## config.mk

```make
export PLATFORM = sky130hd
export DESIGN_NAME = irq_route_ctrl
export DESIGN_NICKNAME = d
export VERILOG_FILES = /design/src/rtl/irq_route_pkg.sv /design/src/rtl/irq_sync.sv /design/src/rtl/irq_regfile.sv /design/src/rtl/irq_fanin.sv /design/src/rtl/irq_route_ctrl.sv
export SDC_FILE = /design/constraint.sdc
export NUM_CORES = 1
export LEC_CHECK = 0
export CORE_MARGIN = 1.5
export CORE_UTILIZATION = 60
export CTS_CLUSTER_SIZE = 28
export DETAILED_ROUTE_END_ITERATION = 8
export PLACE_DENSITY = 0.83
export REMOVE_ABC_BUFFERS = 1
export SLEW_MARGIN = 10
export SYNTH_ARGS = -nofsm -noshare
export SYNTH_HDL_FRONTEND = slang
export SYNTH_HIERARCHICAL = 1
export SYNTH_SLANG_ARGS = --single-unit
```

## constraint.sdc

```tcl
create_clock -name clk -period 12.65 [get_ports clk]
set_input_delay 1.8975 -clock clk [delete_from_list [all_inputs] [get_ports clk]]
set_output_delay 1.8975 -clock clk [all_outputs]
set_load 0.01 [all_outputs]
```

## src/rtl/irq_route_pkg.sv

```systemverilog
package irq_route_pkg;
  // Word addresses of the register port
  localparam int unsigned WADDR_MASK   = 0;
  localparam int unsigned WADDR_STATUS = 1;
  localparam int unsigned WADDR_ROUTE0 = 2;
endpackage

```

## src/rtl/irq_sync.sv

```systemverilog
module irq_sync #(
  parameter int unsigned WIDTH = 32
) (
  input  logic             clk,
  input  logic             rst_n,
  input  logic [WIDTH-1:0] async_in,
  output logic [WIDTH-1:0] sync_out
);
  logic [WIDTH-1:0] meta_q;
  logic [WIDTH-1:0] stage_q;

  always_ff @(posedge clk or negedge rst_n) begin
    if (!rst_n) begin
      meta_q  <= '0;
      stage_q <= '0;
    end else begin
      meta_q  <= async_in;
      stage_q <= meta_q;
    end
  end

  assign sync_out = stage_q;
endmodule

```

## src/rtl/irq_regfile.sv

```systemverilog
module irq_regfile
  import irq_route_pkg::*;
#(
  parameter int unsigned NUM_SRC = 32,
  parameter int unsigned FIELD_W = 4,
  parameter int unsigned DATA_W  = 32,
  parameter int unsigned ADDR_W  = 3
) (
  input  logic                       clk,
  input  logic                       rst_n,
  input  logic                       bus_wr,
  input  logic [ADDR_W-1:0]          bus_addr,
  input  logic [DATA_W-1:0]          bus_wdata,
  input  logic [NUM_SRC-1:0]         status,
  output logic [DATA_W-1:0]          bus_rdata,
  output logic [NUM_SRC-1:0]         mask_q,
  output logic [NUM_SRC*FIELD_W-1:0] route_flat
);
  localparam int unsigned SRC_PER_WORD = DATA_W / FIELD_W;
  localparam int unsigned NUM_RW       = NUM_SRC / SRC_PER_WORD;
  localparam int unsigned LAST_WADDR   = WADDR_ROUTE0 + NUM_RW - 1;

  logic [NUM_SRC-1:0]             mask_d;
  logic                           mask_we;
  logic [NUM_RW-1:0][DATA_W-1:0]  words_all;

  // Mask word: clock enable, next state, register
  assign mask_we = bus_wr && (bus_addr == ADDR_W'(WADDR_MASK));

  always_comb begin
    mask_d = mask_q;
    if (mask_we) mask_d = bus_wdata[NUM_SRC-1:0];
  end

  always_ff @(posedge clk or negedge rst_n) begin
    if (!rst_n) mask_q <= '0;
    else        mask_q <= mask_d;
  end

  // Routing words: word w serves source group NUM_RW-1-w (reversed packing)
  for (genvar w = 0; w < NUM_RW; w++) begin : g_route
    localparam int unsigned GRP = NUM_RW - 1 - w;
    logic              word_we;
    logic [DATA_W-1:0] word_d;
    logic [DATA_W-1:0] word_q;

    assign word_we = bus_wr && (bus_addr == ADDR_W'(WADDR_ROUTE0 + w));

    always_comb begin
      word_d = word_q;
      if (word_we) word_d = bus_wdata;
    end

    always_ff @(posedge clk or negedge rst_n) begin
      if (!rst_n) word_q <= '0;
      else        word_q <= word_d;
    end

    assign route_flat[GRP*DATA_W +: DATA_W] = word_q;
    assign words_all[w] = word_q;
  end

  // Read mux
  always_comb begin
    bus_rdata = '0;
    if (bus_addr == ADDR_W'(WADDR_MASK)) begin
      bus_rdata = DATA_W'(mask_q);
    end else if (bus_addr == ADDR_W'(WADDR_STATUS)) begin
      bus_rdata = DATA_W'(status);
    end else begin
      for (int w = 0; w < int'(NUM_RW); w++) begin
        if (bus_addr == ADDR_W'(int'(WADDR_ROUTE0) + w)) bus_rdata = words_all[w];
      end
    end
  end

  AST_STATUS_WR_IGNORED: assert property (@(posedge clk) disable iff (!rst_n)
    (bus_wr && bus_addr == ADDR_W'(WADDR_STATUS)) |=> ($stable(mask_q) && $stable(route_flat)));

  AST_LOW_GROUP_IN_TOP_WORD: assert property (@(posedge clk) disable iff (!rst_n)
    (bus_wr && bus_addr == ADDR_W'(LAST_WADDR)) |=> (route_flat[DATA_W-1:0] == $past(bus_wdata)));

  AST_UNMAPPED_READ_ZERO: assert property (@(posedge clk) disable iff (!rst_n)
    (bus_addr > ADDR_W'(LAST_WADDR)) |-> (bus_rdata == '0));

  AST_UNMAPPED_WRITE_NOP: assert property (@(posedge clk) disable iff (!rst_n)
    (bus_wr && bus_addr > ADDR_W'(LAST_WADDR)) |=> ($stable(mask_q) && $stable(route_flat)));
endmodule

```

## src/rtl/irq_fanin.sv

```systemverilog
module irq_fanin #(
  parameter int unsigned NUM_SRC = 32,
  parameter int unsigned NUM_CPU = 8,
  parameter int unsigned FIELD_W = 4
) (
  input  logic                       clk,
  input  logic                       rst_n,
  input  logic [NUM_SRC-1:0]         status,
  input  logic [NUM_SRC-1:0]         mask_q,
  input  logic [NUM_SRC*FIELD_W-1:0] route_flat,
  output logic [NUM_CPU-1:0]         cpu_irq
);
  localparam int unsigned SEL_W = $clog2(NUM_CPU);

  logic [NUM_SRC-1:0] pending;
  logic [NUM_CPU-1:0] irq_d;
  logic [NUM_CPU-1:0] irq_q;
  logic               unused_field_hi;

  assign pending = status & mask_q;

  // Only the low SEL_W bits of each field steer; the rest is kept for readback
  assign unused_field_hi = ^route_flat;

  always_comb begin
    irq_d = '0;
    for (int n = 0; n < int'(NUM_SRC); n++) begin
      if (pending[n]) irq_d[route_flat[n*FIELD_W +: SEL_W]] = 1'b1;
    end
  end

  always_ff @(posedge clk or negedge rst_n) begin
    if (!rst_n) irq_q <= '0;
    else        irq_q <= irq_d;
  end

  assign cpu_irq = irq_q;

  AST_NO_PENDING_NO_LINE: assert property (@(posedge clk) disable iff (!rst_n)
    (pending == '0) |=> (cpu_irq == '0));

  AST_MASK_OFF_CLEARS: assert property (@(posedge clk) disable iff (!rst_n)
    (mask_q == '0) |=> (cpu_irq == '0));

  AST_LINES_BOUNDED: assert property (@(posedge clk) disable iff (!rst_n)
    1'b1 |=> ($countones(cpu_irq) <= $countones($past(pending))));
endmodule

```

## src/rtl/irq_route_ctrl.sv

```systemverilog
module irq_route_ctrl #(
  parameter int unsigned NUM_SRC = 32,
  parameter int unsigned NUM_CPU = 8,
  parameter int unsigned FIELD_W = 4,
  parameter int unsigned DATA_W  = 32,
  parameter int unsigned ADDR_W  = 3
) (
  input  logic               clk,
  input  logic               rst_n,
  input  logic [NUM_SRC-1:0] src_irq,
  input  logic               bus_wr,
  input  logic [ADDR_W-1:0]  bus_addr,
  input  logic [DATA_W-1:0]  bus_wdata,
  output logic [DATA_W-1:0]  bus_rdata,
  output logic [NUM_CPU-1:0] cpu_irq
);
  logic                       rst_meta_n;
  logic                       rst_sync_n;
  logic [NUM_SRC-1:0]         status;
  logic [NUM_SRC-1:0]         mask_q;
  logic [NUM_SRC*FIELD_W-1:0] route_flat;

  // Reset: asserted asynchronously, released on the clock
  always_ff @(posedge clk or negedge rst_n) begin
    if (!rst_n) begin
      rst_meta_n <= 1'b0;
      rst_sync_n <= 1'b0;
    end else begin
      rst_meta_n <= 1'b1;
      rst_sync_n <= rst_meta_n;
    end
  end

  irq_sync #(.WIDTH(NUM_SRC)) u_sync (
    .clk      (clk),
    .rst_n    (rst_sync_n),
    .async_in (src_irq),
    .sync_out (status)
  );

  irq_regfile #(
    .NUM_SRC(NUM_SRC), .FIELD_W(FIELD_W), .DATA_W(DATA_W), .ADDR_W(ADDR_W)
  ) u_regs (
    .clk        (clk),
    .rst_n      (rst_sync_n),
    .bus_wr     (bus_wr),
    .bus_addr   (bus_addr),
    .bus_wdata  (bus_wdata),
    .status     (status),
    .bus_rdata  (bus_rdata),
    .mask_q     (mask_q),
    .route_flat (route_flat)
  );

  irq_fanin #(
    .NUM_SRC(NUM_SRC), .NUM_CPU(NUM_CPU), .FIELD_W(FIELD_W)
  ) u_fanin (
    .clk        (clk),
    .rst_n      (rst_sync_n),
    .status     (status),
    .mask_q     (mask_q),
    .route_flat (route_flat),
    .cpu_irq    (cpu_irq)
  );
endmodule

```

**Word level (Yosys, flattened, before mapping)**

Index checks and enable logic that the tools add are counted.

- Register bits after elaboration: 234
- Input port bits: 70
- Output and inout port bits: 40
- Logic and storage cells: 251

- Order comparisons: 64
- Equality and inequality tests: 5
- Multiplexer cells: 102
- Bitwise operators: 32
- Reductions and logical operators: 38

Operators with widths:

| kind | number |
|---|---|
| two-way mux 8 bit | 32 |
| bitwise OR 8 bit | 31 |
| two-way mux 32 bit | 6 |
| less-than comparator 3 x 4 -> 1 bit (second input constant) | 32 |
| demux 1 bit (select 3 bit) | 32 |
| greater-or-equal comparator 3 x 1 -> 1 bit (second input constant) | 32 |
| logical AND 1 bit | 37 |
| AND 32 bit | 1 |
| two-way mux 1 bit | 32 |
| equality test 3 x 2 -> 1 bit (second input constant) | 2 |
| equality test 3 bit (second input constant) | 2 |
| equality test 3 x 1 -> 1 bit (second input constant) | 1 |
| logical NOT 3 bit | 1 |

**Depth between registers and ports, before layout**

- Depth after elaboration: 67
- Depth in mapped cells: 6
- Mapped depth without buffers: 5

**Hierarchy**

The synthesis kept the hierarchy.

By module, submodules not included:

| module | times used | cells an instance | area each (um^2) | seq. area each (um^2) |
|---|---|---|---|---|
| irq_regfile | 1 | 541 | 7573.5 | 4003.8 |
| irq_fanin | 1 | 392 | 2511.2 | 200.2 |
| irq_sync | 1 | 64 | 1601.5 | 1601.5 |
| irq_route_ctrl | 1 | 3 | 53.8 | 50.0 |

**Worst setup path before layout**

No wires, ideal clock.

- Path kind: input to output
- From: in bus_addr[0]
- To: out bus_rdata[24]
- Data arrival time: 2989 ps
- Data required time: 10752 ps
- Path slack: 7764 ps
- Stages on the path: 6
- Path buffers: 3
- Path through: buf_2 buf_6 buf_2 mux2_2 a22oi_1 o22ai_1

- Word-level cells in the longest chain between the ends: 7
- Elaborated cells between the ends (all ways): 12
- Classes of those cells: eq/ne: 5; mux: 6; reduce/logical: 1

RTL lines:

| item | line | RTL |
|---|---|---|
| start: declaration | irq_route_ctrl.sv:12 | `input logic [ADDR_W-1:0] bus_addr,` |
| equality test 3 x 2 -> 1 bit | irq_regfile.sv:72 | `if (bus_addr == ADDR_W'(int'(WADDR_ROUTE0) + w)) bus_rdata = words_all[w];` |
| two-way mux 32 bit (4 in series) | irq_regfile.sv:72 |  |
| two-way mux 32 bit | irq_regfile.sv:68 | `end else if (bus_addr == ADDR_W'(WADDR_STATUS)) begin` |
| two-way mux 32 bit * | irq_regfile.sv:66 | `if (bus_addr == ADDR_W'(WADDR_MASK)) begin` |
| end: declaration | irq_route_ctrl.sv:14 | `output logic [DATA_W-1:0] bus_rdata,` |

Every way passes the cells marked *; elsewhere a longest branch is shown, timed or not.

**Worst setup path after layout**

- From: in bus_addr[0]
- To: out bus_rdata[3]

The elaborated chain is that of the path after synthesis.

==> out/metrics.yaml <==
outcome:
  status: "completed"
layout:
  layout_commonest_cell: "dfrtp_1"
  insertedDiodeCount: 0
  area_growth_pct: 18.3
  stdcell_area_mm2: 0.0139
  final_nets: 1173
  multi_input_area_mm2: 0.00559
  fillers: 1247
  seqCellArea_mm2: 0.00586
  drive_above_1_share: 0.257
  final_cell_mix: "dfrtp_1 (233), mux2_2 (218), clkdlybuf4s50_1 (106), o22ai_1 (91), a22oi_1 (60)"
cts:
  h-tree-depth: 1
  cts_tree: "done"
  cts_resized: 0
  cts_buffer_depth: 3
  post_cts_buffers: 0
  cts_buffers: 25
  root_buffer: "clkbuf_16"
  clock_sinks: 234
  cts.clk_slew.worst_paths_ns: 0.06
  clock_latency_ns: 0.54
  hold_buffers: 0
timing:
  tns_ns: 0
  relSlewSlack: 0.140
  tightest_slew_ns: 1.29
  hold_viol_final: 0
  max_clock_freq_mhz: 146
  fin_crit_ns: 6.84
  fin_skew_ns: 0.0195
  setup_violations: 0
  rsz0062_at_grt: "false"
  drv_slew: 0
  finalCritPeriodShare: 0.541
route:
  drtAntennaViolNets: 0
  drc: 0
  routed_via_density: 7.30
  wl_per_cell_um: 31.3
  vias: 10100
  wl_um: 43300
  firstDrtPassIters: 5
  drt_iter0_markers: 1285
synth:
  postSynthAreaPerCell_um2: 11.7
  synthAdderAreaFrac: 0
  netlist_instances: 1000
  synth_simple_gate_area_frac: 0.143
  synthMuxAreaShare: 0.212
  ys_types: 55
  synth_compound_area_frac: 0.119
  synth_seq_cells: 234
  yosysSeqAreaShare: 0.499
  synth_xor_area_frac: 0
  yosysWarnings: 6
  synth_top_family_by_area: "multiplexers"
  netlist_area_mm2: 0.0117
worst_hold_path:
  hold_path_class: "reg2async"
power_and_ir_drop:
  p_leak_nw: 5.49
  ir_drop_v: 0.000145
  pwr_density_cell_mw_per_mm2: 179
critical_path:
  start_kind: "input pin"
  critPathCaptureType: "primary output"
  worstPathMaxFanout: 31
  crit_type: "in2out"
  cp.required_ns: 10.75
  crit_arrival_ns: 4.94
floorplan:
  io_pins: 110
  die-area_mm2: 0.0204
  row_count: 50
  coreArea_mm2: 0.0190
  dieWidth_um: 143
  initial_core_util: 0.619
  die_y_um: 143
grt:
  grt_start_max_net_pins: 72
  antenna_found_initial: 0
  grt_pass1_vias: 9971
  grt_pass1_wl_um: 64200
  track_usage: 0.432
  gr-total-overflow: 0
placement:
  dp_hpwl_um: 31100
  gp_congestion: 1.08
  dpl-instance-area_mm2: 0.0130
  numPortBuffers: 109
job:
  cap_violations: 0
layout make-up:
class                      instances  area share
clock buffer                      37      0.0526
clock inverter                     9      0.0112
inverter                          15     0.00405
multi-input combinational        705       0.402
sequential                       234       0.422
tap                              260      0.0234
timing repair buffer             122      0.0845
worst max-delay path, cell delays in order:
cell	delay (ns)
buf_2	0.09
buf_4	0.40
nor2b_2	1.04
buf_4	0.46
a22oi_1	0.17
o22ai_1	0.26
clkdlybuf4s50_1	0.58
metal layers:
layer | share of wire | GRT usage
met5 | 0 | 0
met4 | 0.052 | 0.171
met3 | 0.10 | 0.0687
met2 | 0.45 | 0.684
met1 | 0.39 | 0.598
kinds of logic after synthesis:
group,count (synthesis)
flops,234
simple gates,287
compound gates,196
buf+inv,61
other cells,1
mux,221
final timing paths:
kind / from / to / slack, ns / cells past startpoint
worst max-delay path: bus_addr[0] / bus_rdata[3] / 5.81 / 7
worst min-delay path: rst_sync_n / u_sync/sync_out[31] / 0.35 / 0
worst min register to register: rst_sync_n / u_sync/sync_out[31] / 0.35 / 0
worst max register to register: u_regs/g_route[2].word_q[17] / u_fanin/cpu_irq[5] / 10.19 / 5
max in group asynchronous: rst_sync_n / u_regs/g_route[1].word_q[20] / 10.36 / 2
min in group clk: u_sync/meta_q[13] / u_sync/sync_out[13] / 0.35 / 0
cells in the mapped netlist (all sizes together):
cell type	instances	area share
dfrtp	234	0.50
mux2	220	0.21
o22ai	91	0.048
a22oi	60	0.038
nor3	56	0.025
nand2b	45	0.025
nand2	38	0.012
nand3	36	0.015
buf	30	0.016
nand3b	27	0.020
o32ai	25	0.019
nor4	23	0.012
nor2	21	0.0069
clkbuf	16	0.0052
inv	15	0.0048
or4	9	0.0058
nand4	8	0.0043
nor3b	7	0.0054
nand4b	4	0.0035
a221oi	3	0.0022
a31oi	3	0.0016
or3	3	0.0016
a2111oi	2	0.0015
nor4b	2	0.0015
nor4bb	2	0.0017
o32a	2	0.0017
or2b	2	0.0015
a2111o	1	0.00096
a211oi	1	0.00064
a21o	1	0.00064
a21oi	1	0.00043
a311oi	1	0.00075
and3	1	0.00053
and4	1	0.00075
conb	1	0.00032
mux2i	1	0.00085
nor2b	1	0.00053
o2111ai	1	0.00075
o211ai	1	0.00064
o221ai	1	0.00075
o311ai	1	0.00075
o31ai	1	0.00064
or2	1	0.00053
through the flow:
stage | hold slack [ns] | utilization | setup WS, ns | cells | power (mW)
finish | 0.345 | 0.733 | 5.81 | 1382 | 2.49
global route | 0.351 | 0.733 | 5.83 | 1382 | 2.56
CTS | 0.350 | 0.733 | 6.05 | 1382 | 2.46
detailed placement | 0.335 | 0.686 | 6.07 | 1336 | 1.67
global placement | 0.332 | 0.686 | 6.21 | 1336 | 1.65
floorplan | 0.331 | - | 5.65 | 954 | 1.37
registers in the layout, indices dropped and copies added, names as in the netlist:
name	flops
u_regs/g_route.word_q	128
u_regs/mask_q	32
u_sync/meta_q	32
u_sync/sync_out	32
u_fanin/cpu_irq	8
rst_meta_n	1
rst_sync_n	1
power by group:
| group | total [mW] | internal (mW) | switching (mW) |
|---|---|---|---|
| combinational | 0.613 | 0.302 | 0.311 |
| clock | 0.786 | 0.482 | 0.304 |
| sequential | 1.09 | 0.885 | 0.203 |
| total | 2.49 | 1.67 | 0.817 |
(Power assumes the default switching activity.)
